**config.mk**
```make
export PLATFORM = sky130hd
export DESIGN_NAME = drq_queue
export DESIGN_NICKNAME = d
export VERILOG_FILES = /design/src/rtl/drq_pkg.sv /design/src/rtl/drq_match.sv /design/src/rtl/drq_ager.sv /design/src/rtl/drq_queue.sv
export SDC_FILE = /design/constraint.sdc
export NUM_CORES = 1
export LEC_CHECK = 0
export BUFFER_PORTS_ARGS = -buffer_cell sky130_fd_sc_hd__buf_2
export CAP_MARGIN = 25
export CELL_PAD_IN_SITES_DETAIL_PLACEMENT = 1
export CELL_PAD_IN_SITES_GLOBAL_PLACEMENT = 1
export CORE_MARGIN = 2
export CORE_UTILIZATION = 40
export CTS_CLUSTER_SIZE = 16
export DETAILED_ROUTE_END_ITERATION = 7
export PLACE_DENSITY = 0.69
export SLEW_MARGIN = 40
export SYNTH_ARGS = -nofsm -noshare
export SYNTH_HDL_FRONTEND = slang
export SYNTH_HIERARCHICAL = 1
export SYNTH_SLANG_ARGS = --single-unit
```
**constraint.sdc**
```tcl
create_clock -name clk -period 6.3 [get_ports clk]
set_input_delay 1.26 -clock clk [delete_from_list [all_inputs] [get_ports clk]]
set_output_delay 1.26 -clock clk [all_outputs]
set_load 0.005 [all_outputs]
```
**src/rtl/drq_pkg.sv**
```systemverilog
package drq_pkg;
    localparam int CMD_W  = 4;
    localparam int ADDR_W = 32;
    localparam int DATA_W = 32;
    localparam int BE_W   = DATA_W / 8;

    typedef enum logic [1:0] {
        HS_PEND = 2'd0,
        HS_BUSY = 2'd1,
        HS_DONE = 2'd2
    } head_st_e;

    typedef struct packed {
        logic [CMD_W-1:0]  cmd;
        logic [ADDR_W-1:0] addr;
        logic              addr_par;
        logic [DATA_W-1:0] data;
        logic [BE_W-1:0]   be_n;
        logic              data_par;
    } dreq_t;

    // The three memory read flavours share one matching class.
    function automatic logic [CMD_W-1:0] cmd_class(input logic [CMD_W-1:0] c);
        if (c == 4'h6 || c == 4'hC || c == 4'hE) return 4'h6;
        return c;
    endfunction

    function automatic logic lanes_equal(input logic [DATA_W-1:0] a,
                                         input logic [DATA_W-1:0] b,
                                         input logic [BE_W-1:0]   be_n);
        for (int k = 0; k < BE_W; k++) begin
            if (!be_n[k] && (a[8*k +: 8] != b[8*k +: 8])) return 1'b0;
        end
        return 1'b1;
    endfunction
endpackage

```
**src/rtl/drq_match.sv**
```systemverilog
module drq_match import drq_pkg::*; #(
    parameter int DEPTH = 4,
    parameter int PTR_W = 2
) (
    input  dreq_t [DEPTH-1:0] ent,
    input  logic  [DEPTH-1:0] live,
    input  dreq_t             probe,
    output logic              dup,
    output logic [PTR_W-1:0]  dup_idx,
    output logic              data_ok
);
    logic [DEPTH-1:0] key_eq;
    logic [DEPTH-1:0] body_eq;

    for (genvar g = 0; g < DEPTH; g++) begin : g_slot
        assign key_eq[g] = live[g]
                         && (cmd_class(ent[g].cmd) == cmd_class(probe.cmd))
                         && (ent[g].addr == probe.addr);
        assign body_eq[g] = !probe.cmd[0]
                          || ((ent[g].be_n == probe.be_n)
                              && lanes_equal(ent[g].data, probe.data, probe.be_n));
    end

    always_comb begin
        dup_idx = '0;
        for (int i = 0; i < DEPTH; i++) begin
            if (key_eq[i]) dup_idx = PTR_W'(i);
        end
        dup     = |key_eq;
        data_ok = body_eq[dup_idx];
    end
endmodule

```
**src/rtl/drq_ager.sv**
```systemverilog
module drq_ager #(
    parameter int CNT_W = 32
) (
    input  logic             clk,
    input  logic             rst_n,
    input  logic [CNT_W-1:0] cfg_retry_limit,
    input  logic [CNT_W-1:0] cfg_discard_init,
    input  logic             retry_ev,
    input  logic             done_ev,
    output logic             retry_hit,
    output logic             discard_hit
);
    typedef struct packed {
        logic [CNT_W-1:0] rcnt;
        logic [CNT_W-1:0] tmr;
    } age_t;

    age_t q, d;

    assign retry_hit   = retry_ev && (({1'b0, q.rcnt} + 1'b1) >= {1'b0, cfg_retry_limit});
    assign discard_hit = (q.tmr == '0);

    always_comb begin
        d = q;
        if (retry_ev)     d.rcnt = retry_hit ? '0 : q.rcnt + 1'b1;
        else if (done_ev) d.rcnt = '0;
        if (done_ev)              d.tmr = cfg_discard_init;
        else if (q.tmr != '0)     d.tmr = q.tmr - 1'b1;
    end

    always_ff @(posedge clk) begin
        if (!rst_n) q <= '0;
        else        q <= d;
    end
endmodule

```
**src/rtl/drq_queue.sv**
```systemverilog
module drq_queue import drq_pkg::*; #(
    parameter int DEPTH = 4,
    parameter int CNT_W = 32
) (
    input  logic              clk,
    input  logic              rst_n,
    input  logic              req_valid,
    input  logic [CMD_W-1:0]  req_cmd,
    input  logic [ADDR_W-1:0] req_addr,
    input  logic              req_addr_par,
    input  logic [DATA_W-1:0] req_data,
    input  logic [BE_W-1:0]   req_be_n,
    input  logic              req_data_par,
    input  logic              req_multi,
    output logic              rsp_valid,
    output logic              rsp_retry,
    output logic              rsp_trdy,
    output logic              rsp_stop,
    output logic              iss_valid,
    input  logic              iss_ready,
    output logic [CMD_W-1:0]  iss_cmd,
    output logic [ADDR_W-1:0] iss_addr,
    output logic              iss_addr_par,
    output logic [DATA_W-1:0] iss_data,
    output logic [BE_W-1:0]   iss_be_n,
    output logic              iss_data_par,
    input  logic              tgt_valid,
    input  logic              tgt_retry,
    input  logic [CNT_W-1:0]  cfg_retry_limit,
    input  logic [CNT_W-1:0]  cfg_discard_init,
    output logic              err_retry_limit,
    output logic              err_discard
);
    // DEPTH must be a power of two so that the pointers wrap naturally.
    localparam int PTR_W = (DEPTH > 1) ? $clog2(DEPTH) : 1;
    typedef logic [PTR_W-1:0] ptr_t;
    typedef logic [PTR_W:0]   occ_t;

    typedef struct packed {
        dreq_t [DEPTH-1:0] ent;
        ptr_t              head;
        ptr_t              tail;
        occ_t              count;
        head_st_e          hst;
        logic              rsp_valid;
        logic              rsp_retry;
        logic              rsp_trdy;
        logic              rsp_stop;
        logic              err_rl;
        logic              err_dc;
    } state_t;

    state_t q, d;

    dreq_t            probe;
    logic [DEPTH-1:0] live;
    logic             dup, data_ok;
    ptr_t             dup_idx;
    logic             busy, done, retry_ev, done_ev, retry_hit, discard_hit;
    logic             pop, push, collect;
    occ_t             occupancy;

    assign probe = '{cmd: req_cmd, addr: req_addr, addr_par: req_addr_par,
                     data: req_data, be_n: req_be_n, data_par: req_data_par};

    for (genvar g = 0; g < DEPTH; g++) begin : g_live
        assign live[g] = {1'b0, ptr_t'(PTR_W'(g) - q.head)} < q.count;
    end

    drq_match #(.DEPTH(DEPTH), .PTR_W(PTR_W)) u_match (
        .ent     (q.ent),
        .live    (live),
        .probe   (probe),
        .dup     (dup),
        .dup_idx (dup_idx),
        .data_ok (data_ok)
    );

    assign busy     = (q.hst == HS_BUSY);
    assign done     = (q.hst == HS_DONE);
    assign retry_ev = busy && tgt_valid && tgt_retry;
    assign done_ev  = busy && tgt_valid && !tgt_retry;

    drq_ager #(.CNT_W(CNT_W)) u_ager (
        .clk              (clk),
        .rst_n            (rst_n),
        .cfg_retry_limit  (cfg_retry_limit),
        .cfg_discard_init (cfg_discard_init),
        .retry_ev         (retry_ev),
        .done_ev          (done_ev),
        .retry_hit        (retry_hit),
        .discard_hit      (discard_hit)
    );

    always_comb begin
        d           = q;
        d.rsp_valid = req_valid;
        d.rsp_retry = 1'b0;
        d.rsp_trdy  = 1'b0;
        d.rsp_stop  = 1'b0;
        d.err_rl    = 1'b0;
        d.err_dc    = 1'b0;
        pop         = 1'b0;
        push        = 1'b0;
        collect     = 1'b0;

        if (q.hst == HS_PEND && q.count != '0 && iss_ready) d.hst = HS_BUSY;

        if (retry_ev) begin
            if (retry_hit) begin
                pop      = 1'b1;
                d.err_rl = 1'b1;
            end else begin
                d.hst = HS_PEND;
            end
        end else if (done_ev) begin
            d.hst = HS_DONE;
        end

        if (req_valid) begin
            if (dup && dup_idx == q.head && done && data_ok) begin
                collect    = 1'b1;
                pop        = 1'b1;
                d.rsp_trdy = 1'b1;
                d.rsp_stop = req_multi;
            end else begin
                d.rsp_retry = 1'b1;
                if (!dup && q.count < occ_t'(DEPTH)) push = 1'b1;
            end
        end

        if (done && !collect && discard_hit) begin
            pop      = 1'b1;
            d.err_dc = 1'b1;
        end

        if (pop) begin
            d.head = q.head + ptr_t'(1);
            d.hst  = HS_PEND;
        end
        if (push) begin
            d.ent[q.tail] = probe;
            d.tail        = q.tail + ptr_t'(1);
        end
        d.count = q.count + occ_t'(push) - occ_t'(pop);
    end

    always_ff @(posedge clk) begin
        if (!rst_n) q <= '0;
        else        q <= d;
    end

    assign occupancy       = q.count;
    assign rsp_valid       = q.rsp_valid;
    assign rsp_retry       = q.rsp_retry;
    assign rsp_trdy        = q.rsp_trdy;
    assign rsp_stop        = q.rsp_stop;
    assign err_retry_limit = q.err_rl;
    assign err_discard     = q.err_dc;
    assign iss_valid       = (q.hst == HS_PEND) && (q.count != '0);
    assign iss_cmd         = q.ent[q.head].cmd;
    assign iss_addr        = q.ent[q.head].addr;
    assign iss_addr_par    = q.ent[q.head].addr_par;
    assign iss_data        = q.ent[q.head].data;
    assign iss_be_n        = q.ent[q.head].be_n;
    assign iss_data_par    = q.ent[q.head].data_par;
endmodule

```
==> results of run 1 <==
## state kept, by name, indices dropped and copies added, names as in the netlist
signal           count
q                  302
rsp_valid            1
err_discard          1
err_retry_limit      1
u_ager/q            64
rsp_trdy             1
occupancy            3
rsp_stop             1
rsp_retry            1
## stage by stage
stage	utilization	hold slack [ns]	total power [uW]	std cells	cell area, um2
6_report	0.459	0.462	7880	3304	23500
5_1_grt	0.459	0.491	8310	3302	23500
4_1_cts	0.458	0.460	7940	3300	23500
3_5_place_dp	0.431	0.453	5400	3222	22100
3_3_place_gp	0.431	0.439	5300	3222	22100
2_1_floorplan	-	0.433	4610	2453	20800
## power breakdown
group	internal, uW	switching [uW]
Combinational	946	1450
Clock	1450	1070
Sequential	2670	297
## worst register-to-register path, stage by stage, from the launching register on
cell and delay [ns]:
sky130_fd_sc_hd__dfxtp_1 0.45, sky130_fd_sc_hd__ha_1 0.33, sky130_fd_sc_hd__nand4_1 0.19, sky130_fd_sc_hd__nor4_1 0.47, sky130_fd_sc_hd__nand3_1 0.16, sky130_fd_sc_hd__nor3_1 0.29, sky130_fd_sc_hd__xor2_1 0.22, sky130_fd_sc_hd__ha_1 0.28
sky130_fd_sc_hd__nand4_1 0.11, sky130_fd_sc_hd__nor3_1 0.07, sky130_fd_sc_hd__a221oi_1 0.30, sky130_fd_sc_hd__o211ai_2 0.17, sky130_fd_sc_hd__nor3_1 0.32, sky130_fd_sc_hd__nor2b_1 0.16, sky130_fd_sc_hd__a21oi_1 0.30, sky130_fd_sc_hd__nand2_1 0.10
sky130_fd_sc_hd__ha_1 0.30, sky130_fd_sc_hd__inv_1 0.04, sky130_fd_sc_hd__ha_1 0.18, sky130_fd_sc_hd__fa_1 0.38, sky130_fd_sc_hd__xnor2_1 0.16, sky130_fd_sc_hd__nor2_1 0.05
## cell families after synthesis
kind of cell | count (synthesis) | share of synthesized area
and+or+nand+nor | 958 | 0.208
AOI/OAI and AO/OA | 457 | 0.131
DFF | 375 | 0.362
xor gates and xnor gates | 324 | 0.137
buffers and inverters | 216 | 0.0535
muxes | 78 | 0.0822
adders and majority gates | 45 | 0.0275
## cell type report
type                    count  area, um2
flip-flops and latches    375       7510
clock buffers              68       1290
fillers                  6127      27800
well taps                 680        851
inverters                  57        226
diodes                      4       10.0
multi-input cells        1862      12200
clock inverters            10        101
repair buffers            248       1370
## path summary, 6_finish.rpt
kind                                      to  slack, ns  depth (start not counted)
worst min-delay path                  q[237]       0.46                          2
worst min register to register        q[237]       0.46                          2
worst max register to register  occupancy[2]       1.10                         21
worst max-delay path            occupancy[2]       1.10                         21
## cells in the final DEF (no fill, tap or decap), drive strengths merged, types with 4 or more instances in the layout
cell      n
nand2   660
dfxtp   375
a21oi   354
buf     247
xnor2   193
xor2    131
mux4     74
clkbuf   69
inv      57
nor4     56
nand4    54
ha       44
nor2     38
nand3    37
nor3     30
a22o     25
o21ai    25
nor2b    15
and2     13
nand2b   12
a21o     11
or2      10
a211oi   10
and3      9
clkinv    9
a31oi     7
o31ai     6
diode     4
mux2i     4
or4       4
or3       4
## layer usage
layer  wire, um  vias to the layer above  track usage
met1      32400                     9250        0.358
met2      34200                      394        0.441
li1           -                     8656            -
met5         55                        -            0
met4       1780                       10       0.0815
met3       3350                      121       0.0354
## Yosys cell counts, types with 9 or more instances
| cell | count |
|---|---|
| sky130_fd_sc_hd__a211oi_1 | 10 |
| sky130_fd_sc_hd__a21o_1 | 11 |
| sky130_fd_sc_hd__a21oi_1 | 311 |
| sky130_fd_sc_hd__a21oi_2 | 43 |
| sky130_fd_sc_hd__a22o_1 | 25 |
| sky130_fd_sc_hd__and2_1 | 11 |
| sky130_fd_sc_hd__and3_1 | 9 |
| sky130_fd_sc_hd__buf_2 | 67 |
| sky130_fd_sc_hd__buf_6 | 10 |
| sky130_fd_sc_hd__clkbuf_1 | 66 |
| sky130_fd_sc_hd__dfxtp_1 | 375 |
| sky130_fd_sc_hd__ha_1 | 44 |
| sky130_fd_sc_hd__inv_1 | 54 |
| sky130_fd_sc_hd__mux4_2 | 74 |
| sky130_fd_sc_hd__nand2_1 | 659 |
| sky130_fd_sc_hd__nand2b_1 | 9 |
| sky130_fd_sc_hd__nand3_1 | 35 |
| sky130_fd_sc_hd__nand4_1 | 54 |
| sky130_fd_sc_hd__nor2_1 | 36 |
| sky130_fd_sc_hd__nor2b_1 | 15 |
| sky130_fd_sc_hd__nor3_1 | 30 |
| sky130_fd_sc_hd__nor4_1 | 51 |
| sky130_fd_sc_hd__o21ai_0 | 24 |
| sky130_fd_sc_hd__or2_2 | 10 |
| sky130_fd_sc_hd__xnor2_1 | 193 |
| sky130_fd_sc_hd__xor2_1 | 131 |
==> metrics.log, run 1 <==
INFO  metric ys_dominant_reg_cell = sky130_fd_sc_hd__dfxtp_1
INFO  metric post_synth_main_area_contributors = sky130_fd_sc_hd__dfxtp_1 36%, sky130_fd_sc_hd__nand2_1 12%, sky130_fd_sc_hd__xnor2_1 8.1%
INFO  metric initial_core_util = 0.404
INFO  metric floorplan.die.width = 232 um
INFO  metric layout_min_cycle_time = 5.20 ns
INFO  metric synth-edff-count = 0
INFO  metric drc = 0
INFO  metric final_layout_size_suffix_gt1_frac = 0.181
INFO  metric detail_route.wirelength = 71.8 mm
INFO  metric crit_type = reg2reg
INFO  metric post-cts-setup-buffer-count = 0
INFO  metric leakagePower = 0.00873 uW
INFO  metric clockBufferDepth = 3
INFO  metric cp-end-kind = flip-flop
INFO  metric finalHoldViolations = 0
INFO  metric max-cap-violations = 0
INFO  metric outcome = complete, no violations
INFO  metric cp-startpoint = u_ager/q[32]
INFO  metric layout.nets = 2779
INFO  metric clock-skew-final = 0.0223 ns
INFO  metric critical_path.max_stage_delay = 0.47 ns
INFO  metric number_of_antenna_violations_at_the_first_check_in_global_routing = 9
INFO  metric num_vias = 18431
INFO  metric design.die.area = 53700 um2
INFO  metric netlist-cell-type-count = 77
INFO  metric critical_path.cell_chain = ha_1 > nand4_1 > nor4_1 > nand3_1 > nor3_1 > xor2_1 > ha_1 > nand4_1 > nor3_1 > a221oi_1 > o211ai_2 > nor3_1 > nor2b_1 > a21oi_1 > nand2_1 > ha_1 > inv_1 > ha_1 > fa_1 > xnor2_1 > nor2_1
INFO  metric worst_slew_margin_rel = 0.420
INFO  metric largest_net_degree_at_the_start_of_global_routing = 164
INFO  metric place_congestion = 0.866
INFO  metric syn-mean-instance-area = 8.46 um2
INFO  metric clock.fmax = 192 MHz
INFO  metric pwr_density_cell = 335 nW/um2
INFO  metric critical-path-top-delay-family = simple AND/OR/NAND/NOR gates
INFO  metric timing.critical_path.mode_cell = sky130_fd_sc_hd__ha_1
INFO  metric tritoncts_clock_tree = built
INFO  metric drtAntennaViolNets = 0
INFO  metric drt_first_iter_violations = 1113
INFO  metric min_period_over_period = 0.825
INFO  metric number_of_setup_violations_in_the_final_report = 0
INFO  metric ir_drop = 0.197 mV
INFO  metric synthesis.nets = 2643
INFO  metric area.growth.synth_to_final = 13.4%
INFO  metric synth.cell_area = 20800 um2
INFO  metric cts.reportedPaths.clkPinSlew = 0.06 ns
INFO  metric drt_first_pass_iters = 5
INFO  metric hold_path_startpoint = q[237]
INFO  metric first_pass_grt_wire_length = 112 mm
INFO  metric worstPathRequired = 6.74 ns
INFO  metric cts_num_sinks = 375
INFO  metric ioPinCount = 226
INFO  metric viasPerCell = 5.58
INFO  metric post_cts_resized = 0
INFO  metric die-height = 232 um
INFO  metric global_route.overflow_total = 0
INFO  metric path_buf_inv = 1
INFO  metric worst-path-max-fanout = 6
INFO  metric place_ws = 0.855 ns
INFO  metric grt_util_all_layers = 0.265
INFO  metric clock_tree.root_cell = sky130_fd_sc_hd__clkbuf_16
INFO  metric fp.coreArea = 51300 um2
INFO  metric worst_tran_pin_value = 0.871 ns
INFO  metric r2r-start = u_ager/q[32]
INFO  metric yosys.area.top_type = sky130_fd_sc_hd__dfxtp_1
INFO  metric worst_path_max_delay_cell = sky130_fd_sc_hd__nor4_1
INFO  metric clkLatencyLatePin = 0.59 ns
INFO  metric portbufs = 225
INFO  metric number_of_global_route_vias_before_repair = 19163
INFO  metric core_rows = 83
INFO  metric synth_async_sr_flop_share = 0
INFO  metric rsz0062_at_grt = no
INFO  metric routedWlPerCell = 21.7 um
INFO  metric post_cts_hold_buffer_count = 0
INFO  metric post_syn_instances = 2453
INFO  metric critPathArrivalTime = 5.64 ns
INFO  metric postSynthRegisterBits = 375
INFO  metric tritoncts.num_buffers = 45
INFO  metric netlist.area_leader.share = 0.362
INFO  metric fin_ws = 1.10 ns
INFO  metric setup.worst_path.start_class = flip-flop
INFO  metric final-max-slew-violation-count = 0
INFO  metric ys_seq_area_frac = 0.362
INFO  metric synth-warning-count = 6
INFO  metric worstHoldPathType = reg2reg
INFO  metric dp.final_hpwl = 48.5 mm
INFO  metric setup-tns-final = 0 ns
INFO  metric cts_max_level = 2
Note: power is estimated with default switching activity, not from simulation.
==> run 2: changes to the inputs <==
- PLACE_DENSITY: 0.69 -> 0.72
- clock period: 6.3 -> 4.6 ns (I/O delays scaled with it)
==> run 2 against run 1 <==
  * Clock skew rose by 0.0024 ns
  * Die area did not move
  * Largest power group unchanged
  * Cell count rose by 4.6%
  * Combinational power rose by 44%
  * Critical path type is now in2reg
==> metrics.log, run 2 (synthesis results as in run 1) <==
INFO  metric outcome = complete, no violations
INFO  metric critical_path.cell_chain = buf_2 > xor2_1 > nor4_1 > a21oi_1 > or4_1 > or3_1 > nand3_2 > o31ai_2 > a221oi_2 > and4b_1 > nand4_1 > nand2_1 > ha_1 > inv_1 > ha_2 > fa_2 > and2_1
INFO  metric clock_tree.root_cell = sky130_fd_sc_hd__clkbuf_16
INFO  metric final_layout_size_suffix_gt1_frac = 0.240 (+0.0590)
INFO  metric critical_path.max_stage_delay = 0.58 ns (+0.11 ns)
INFO  metric portbufs = 225 (unchanged)
INFO  metric routedWlPerCell = 21.4 um (-1.4%)
INFO  metric tritoncts_clock_tree = built
INFO  metric finalHoldViolations = 0 (unchanged)
INFO  metric detail_route.wirelength = 74.1 mm (+3.2%)
INFO  metric layout_commonest_cell = sky130_fd_sc_hd__nand2_1
INFO  metric cts_num_sinks = 375 (unchanged)
INFO  metric worst_slew_margin_rel = 0.456 (+0.0360)
INFO  metric layoutNonFillerInstCount = 3455 (+4.6%)
INFO  metric setup.worst_path.start_class = input port
INFO  metric worst_tran_pin_value = 0.817 ns (-0.0539 ns)
INFO  metric drt_first_iter_violations = 1215 (+9.2%)
INFO  metric layout_min_cycle_time = 4.49 ns
INFO  metric area.growth.synth_to_final = 20.6%
INFO  metric fp.coreArea = 51300 um2 (unchanged)
INFO  metric mostFrequentLayoutCells = 654 x sky130_fd_sc_hd__nand2_1, 368 x sky130_fd_sc_hd__dfxtp_1, 309 x sky130_fd_sc_hd__a21oi_1, 224 x sky130_fd_sc_hd__buf_2, 190 x sky130_fd_sc_hd__xnor2_1
INFO  metric num_vias = 19293 (+4.7%)
INFO  metric drtAntennaViolNets = 0 (unchanged)
INFO  metric flip_flop_count_of_the_largest_register_all_copies_and_words_added = 302 (unchanged)
INFO  metric post_cts_hold_buffer_count = 0 (unchanged)
INFO  metric worstPathRequired = 5.07 ns (-1.67 ns)
INFO  metric first_pass_grt_wire_length = 113 mm (+1.0%)
INFO  metric die-height = 232 um (unchanged)
INFO  metric worst_path_max_delay_cell = sky130_fd_sc_hd__or4_1
INFO  metric largest_net_degree_at_the_start_of_global_routing = 151 (-7.9%)
INFO  metric initial_core_util = 0.404 (unchanged)
INFO  metric pwr_density_cell = 448 nW/um2 (+34%)
INFO  metric cts_max_level = 2 (unchanged)
INFO  metric ir_drop = 0.313 mV (+59%)
INFO  metric rsz0062_at_grt = yes
INFO  metric layout.nets = 2928 (+5.4%)
INFO  metric number_of_setup_violations_in_the_final_report = 0 (unchanged)
INFO  metric dp_cells = 3361 (+4.3%)
INFO  metric drt_first_pass_iters = 5 (unchanged)
INFO  metric regMostFlops = q
INFO  metric worstHoldPathType = reg2reg
INFO  metric clockBufferDepth = 3 (unchanged)
INFO  metric setup-tns-final = 0 ns (unchanged)
INFO  metric grt_util_all_layers = 0.268 (+0.00233)
INFO  metric crit_type = in2reg
INFO  metric max-cap-violations = 0 (unchanged)
INFO  metric cts.reportedPaths.clkPinSlew = 0.06 ns (about the same)
INFO  metric drc = 0 (unchanged)
INFO  metric number_of_global_route_vias_before_repair = 20102 (+4.9%)
INFO  metric clkLatencyLatePin = 0.59 ns (about the same)
INFO  metric dp.final_hpwl = 49.6 mm (+2.4%)
INFO  metric min_period_over_period = 0.976
INFO  metric worst-path-max-fanout = 2 (-4)
INFO  metric floorplan.die.width = 232 um (unchanged)
INFO  metric final-max-slew-violation-count = 0 (unchanged)
INFO  metric ioPinCount = 226 (unchanged)
INFO  metric global_route.overflow_total = 0 (unchanged)
INFO  metric clock.fmax = 223 MHz
INFO  metric core_rows = 83 (unchanged)
INFO  metric tritoncts.num_buffers = 45 (unchanged)
INFO  metric design.die.area = 53700 um2 (unchanged)
INFO  metric number_of_antenna_violations_at_the_first_check_in_global_routing = 8 (-1)
INFO  metric viasPerCell = 5.58 (+0.10%)
INFO  metric place_congestion = 0.868 (+0.24%)
INFO  metric clock-skew-final = 0.0248 ns (+0.00241 ns)
INFO  metric critPathArrivalTime = 4.96 ns (-0.68 ns)
INFO  metric cp-end-kind = flip-flop
INFO  metric leakagePower = 0.00964 uW (+10%)
==> run 2: timing repair <==
item / CTS / global route
gates cloned: 0 / 1
resized for setup: 7 / 37
setup buffers: 1 / 8
endpoints found under the setup margin: 2 / 23
pin swaps: 7 / 29
==> run 2: final cells by class <==
type	instances	area [um2]
Fill cell	6104	26300
Multi-Input combinational cell	1862	12300
Sequential cell	375	7530
Timing Repair Buffer	397	2590
Clock buffer	64	1300
Tap cell	680	851
Inverter	57	226
Clock inverter	17	213
Antenna cell	3	7.51
==> run 2: critical path: cells and delay by family <==
family | cells | cell delay [ns]
adders and majority gates | 3 | 0.85
and+or+nand+nor | 8 | 2.20
xor gates and xnor gates | 1 | 0.17
AOI/OAI and AO/OA | 3 | 0.66
buffers and inverters | 2 | 0.18
==> run 2: final timing paths <==
check | startpoint | end | slack (ns) | depth (start not counted)
worst max register to register | u_ager/q[32] | occupancy[1] | 0.14 | 22
worst min-delay path | q[237] | q[237] | 0.46 | 2
worst min register to register | q[237] | q[237] | 0.46 | 2
worst max-delay path | req_data[9] | occupancy[1] | 0.11 | 17
==> run 2: stage by stage <==
stage                     utilization  area, um2  hold WS, ns  worst slack, ns  total power [uW]
after floorplan                     -      20800        0.433           0.0488              6320
after global placement          0.452      23200        0.440           -0.238              7320
after detailed placement        0.453      23200        0.456           -0.385              7500
after CTS                       0.483      24800        0.461          0.00416             11200
after global routing            0.488      25000        0.485           -0.111             11800
final                           0.488      25000        0.459            0.111             11200
==> run 2: metal layers <==
metal,vias up,part of all wire,wire length (um),global-route usage
li1,8957,-,-,-
met5,-,0.00090,67,0
met1,9671,0.43,32100,0.346
met2,516,0.48,35400,0.454
met4,10,0.031,2270,0.0925
met3,139,0.057,4250,0.0406
==> run 2: report_power, final <==
part	total (uW)	switching, uW	internal (uW)
Sequential	4060	409	3650
Combinational	3450	2040	1410
Clock	3690	1500	2190
Total	11200	3950	7260
==> run 3: changes to the inputs <==
- CELL_PAD_IN_SITES_DETAIL_PLACEMENT: 1 -> 0
==> run 3 against run 2 <==
  * Register-to-register slack better by 0.09 ns
  * Combinational power is 3% lower
  * Via count is 3.2% lower
  * Largest power group unchanged
  * Highest routed layer unchanged
==> metrics.log, run 3 (synthesis results as in run 1) <==
INFO  metric worst_setup_path_endpoint = occupancy[1]
INFO  metric tritoncts_clock_tree = built
INFO  metric leakagePower = 0.00959 uW (-0.49%)
INFO  metric mostFrequentLayoutCells = 655 x sky130_fd_sc_hd__nand2_1, 369 x sky130_fd_sc_hd__dfxtp_1, 310 x sky130_fd_sc_hd__a21oi_1, 224 x sky130_fd_sc_hd__buf_2, 190 x sky130_fd_sc_hd__xnor2_1
INFO  metric flip_flop_count_of_the_largest_register_all_copies_and_words_added = 302 (unchanged)
INFO  metric clock_tree.root_cell = sky130_fd_sc_hd__clkbuf_16
INFO  metric worstRegToRegCells = 20 (-9.1%)
INFO  metric worst_slew_margin_rel = 0.420 (-0.0359)
INFO  metric layout.nets = 2926 (-0.068%)
INFO  metric cts.reportedPaths.clkPinSlew = 0.06 ns (about the same)
INFO  metric drtAntennaViolNets = 0 (unchanged)
INFO  metric fill_cell_total_of_the_finished_layout = 4970 (-19%)
INFO  metric clkLatencyLatePin = 0.59 ns (about the same)
INFO  metric core_rows = 83 (unchanged)
INFO  metric fp.coreArea = 51300 um2 (unchanged)
INFO  metric area.growth.synth_to_final = 19.9%
INFO  metric ir_drop = 0.340 mV (+8.8%)
INFO  metric initial_core_util = 0.404 (unchanged)
INFO  metric clockBufferDepth = 3 (unchanged)
INFO  metric drc = 0 (unchanged)
INFO  metric final-max-slew-violation-count = 0 (unchanged)
INFO  metric worstPathRequired = 5.06 ns (about the same)
INFO  metric portbufs = 225 (unchanged)
INFO  metric layout_commonest_cell = sky130_fd_sc_hd__nand2_1
INFO  metric drt_first_pass_iters = 5 (unchanged)
INFO  metric number_of_global_route_vias_before_repair = 17861 (-11%)
INFO  metric setup.worst_path.start_class = flip-flop
INFO  metric design.die.area = 53700 um2 (unchanged)
INFO  metric tritoncts.num_buffers = 45 (unchanged)
INFO  metric detail_route.wirelength = 68.2 mm (-7.9%)
INFO  metric routedWlPerCell = 19.8 um (-7.7%)
INFO  metric finish.utilization = 0.485 (-0.00295)
INFO  metric finalHoldViolations = 0 (unchanged)
INFO  metric r2r-start = q[14]
INFO  metric number_of_antenna_violations_at_the_first_check_in_global_routing = 7 (-1)
INFO  metric grt_util_all_layers = 0.246 (-0.0217)
INFO  metric number_of_setup_violations_in_the_final_report = 0 (unchanged)
INFO  metric largest_net_degree_at_the_start_of_global_routing = 151 (unchanged)
INFO  metric drt_first_iter_violations = 1579 (+30%)
INFO  metric post_cts_hold_buffer_count = 0 (unchanged)
INFO  metric worst-r2r-setup-slack = 0.23 ns (+0.09 ns)
INFO  metric outcome = complete, no violations
INFO  metric worst_tran_pin_value = 0.862 ns (+0.0458 ns)
INFO  metric viasPerCell = 5.42 (-3.0%)
INFO  metric floorplan.die.width = 232 um (unchanged)
INFO  metric die-height = 232 um (unchanged)
INFO  metric worstHoldPathType = reg2reg
INFO  metric layoutNonFillerInstCount = 3449 (-0.17%)
INFO  metric dp_cells = 3361 (unchanged)
INFO  metric cp-startpoint = q[14]
INFO  metric pwr_density_cell = 440 nW/um2 (-1.8%)
INFO  metric ioPinCount = 226 (unchanged)
INFO  metric global_route.overflow_total = 0 (unchanged)
INFO  metric dp.final_hpwl = 44.8 mm (-9.8%)
INFO  metric final_layout_size_suffix_gt1_frac = 0.234 (-0.00599)
INFO  metric num_vias = 18681 (-3.2%)
INFO  metric worst_r2r_endpoint = occupancy[1]
INFO  metric first_pass_grt_wire_length = 103 mm (-8.3%)
INFO  metric cts_max_level = 2 (unchanged)
INFO  metric max-cap-violations = 0 (unchanged)
INFO  metric worst-path-max-fanout = 4 (+2)
INFO  metric final_total_pwr = 10900 uW (-2.4%)
INFO  metric crit_type = reg2reg
INFO  metric critPathArrivalTime = 4.83 ns (-0.13 ns)
INFO  metric clock-skew-final = 0.0319 ns (+0.00712 ns)
INFO  metric clock.fmax = 229 MHz (+2.6%)
INFO  metric cts_num_sinks = 375 (unchanged)
INFO  metric place_congestion = 0.868 (unchanged)
INFO  metric cp-end-kind = flip-flop
INFO  metric regMostFlops = q
INFO  metric min_period_over_period = 0.951 (-0.0248)
INFO  metric layout_min_cycle_time = 4.37 ns (-0.114 ns)
==> run 3: area by class of cell <==
class	count	area, um2	area share
Antenna cell	3	7.51	0.000302
Inverter	57	226	0.00910
Multi-Input combinational cell	1862	12300	0.493
Clock inverter	11	114	0.00458
Timing Repair Buffer	395	2570	0.103
Clock buffer	66	1320	0.0528
Tap cell	680	851	0.0342
Sequential cell	375	7520	0.302
==> run 3: per-layer routing <==
metal	wire, um	up-vias	part of all wire	track usage
met2	31200	600	0.46	0.388
met5	25	-	0.00037	0
met1	30700	9020	0.45	0.343
met4	1960	4	0.029	0.0783
met3	4360	111	0.064	0.0404
li1	-	8946	-	-
==> run 3: how the worst min path moves through the flow <==
stage               slack, ns     end  cells after the start  startpoint
finish                   0.46  q[163]                      2      q[163]
global route             0.48  q[274]                      2      q[274]
CTS                      0.46   q[15]                      2       q[15]
detailed placement       0.45   q[15]                      2       q[15]
global placement         0.44   q[52]                      2       q[52]
floorplan                0.43  q[163]                      2      q[163]
==> run 3: repair_timing <==
action,4_1_cts,5_1_grt
gates resized for setup,3,26
cloned,0,1
buffers inserted,1,6
endpoints found under the setup margin,2,2
pin swaps,2,20
==> run 3: metrics by stage <==
step                      cell area (um2)  hold WS (ns)  worst slack (ns)  setup TNS [ns]
after floorplan                     20800         0.433            0.0488               0
after global placement              23200         0.440            -0.238          -0.469
after detailed placement            23200         0.451            -0.307          -0.592
after CTS                           24700         0.459            0.0135               0
after global routing                24900         0.479         -0.000300       -0.000300
final                               24900         0.456             0.225               0
==> run 3: critical path, cell delays in order, from the launching register on <==
cell	delay [ns]
sky130_fd_sc_hd__dfxtp_4	0.41
sky130_fd_sc_hd__inv_1	0.11
sky130_fd_sc_hd__ha_1	0.32
sky130_fd_sc_hd__a21oi_1	0.12
sky130_fd_sc_hd__or2_2	0.19
sky130_fd_sc_hd__nand2_1	0.11
sky130_fd_sc_hd__nor4_2	0.17
sky130_fd_sc_hd__buf_4	0.18
sky130_fd_sc_hd__nand4_1	0.18
sky130_fd_sc_hd__or3_1	0.43
sky130_fd_sc_hd__nand3_2	0.10
sky130_fd_sc_hd__o31ai_2	0.07
sky130_fd_sc_hd__a221oi_2	0.35
sky130_fd_sc_hd__and4b_1	0.27
sky130_fd_sc_hd__nand4_1	0.13
sky130_fd_sc_hd__nand2_1	0.10
sky130_fd_sc_hd__ha_1	0.24
sky130_fd_sc_hd__inv_1	0.06
sky130_fd_sc_hd__ha_1	0.16
sky130_fd_sc_hd__fa_2	0.43
sky130_fd_sc_hd__and2_1	0.16
==> run 3: power by group <==
| group | total, uW | switching, uW | internal, uW |
|---|---|---|---|
| clock network | 3530 | 1450 | 2080 |
| logic | 3360 | 1950 | 1400 |
| registers | 4050 | 398 | 3650 |
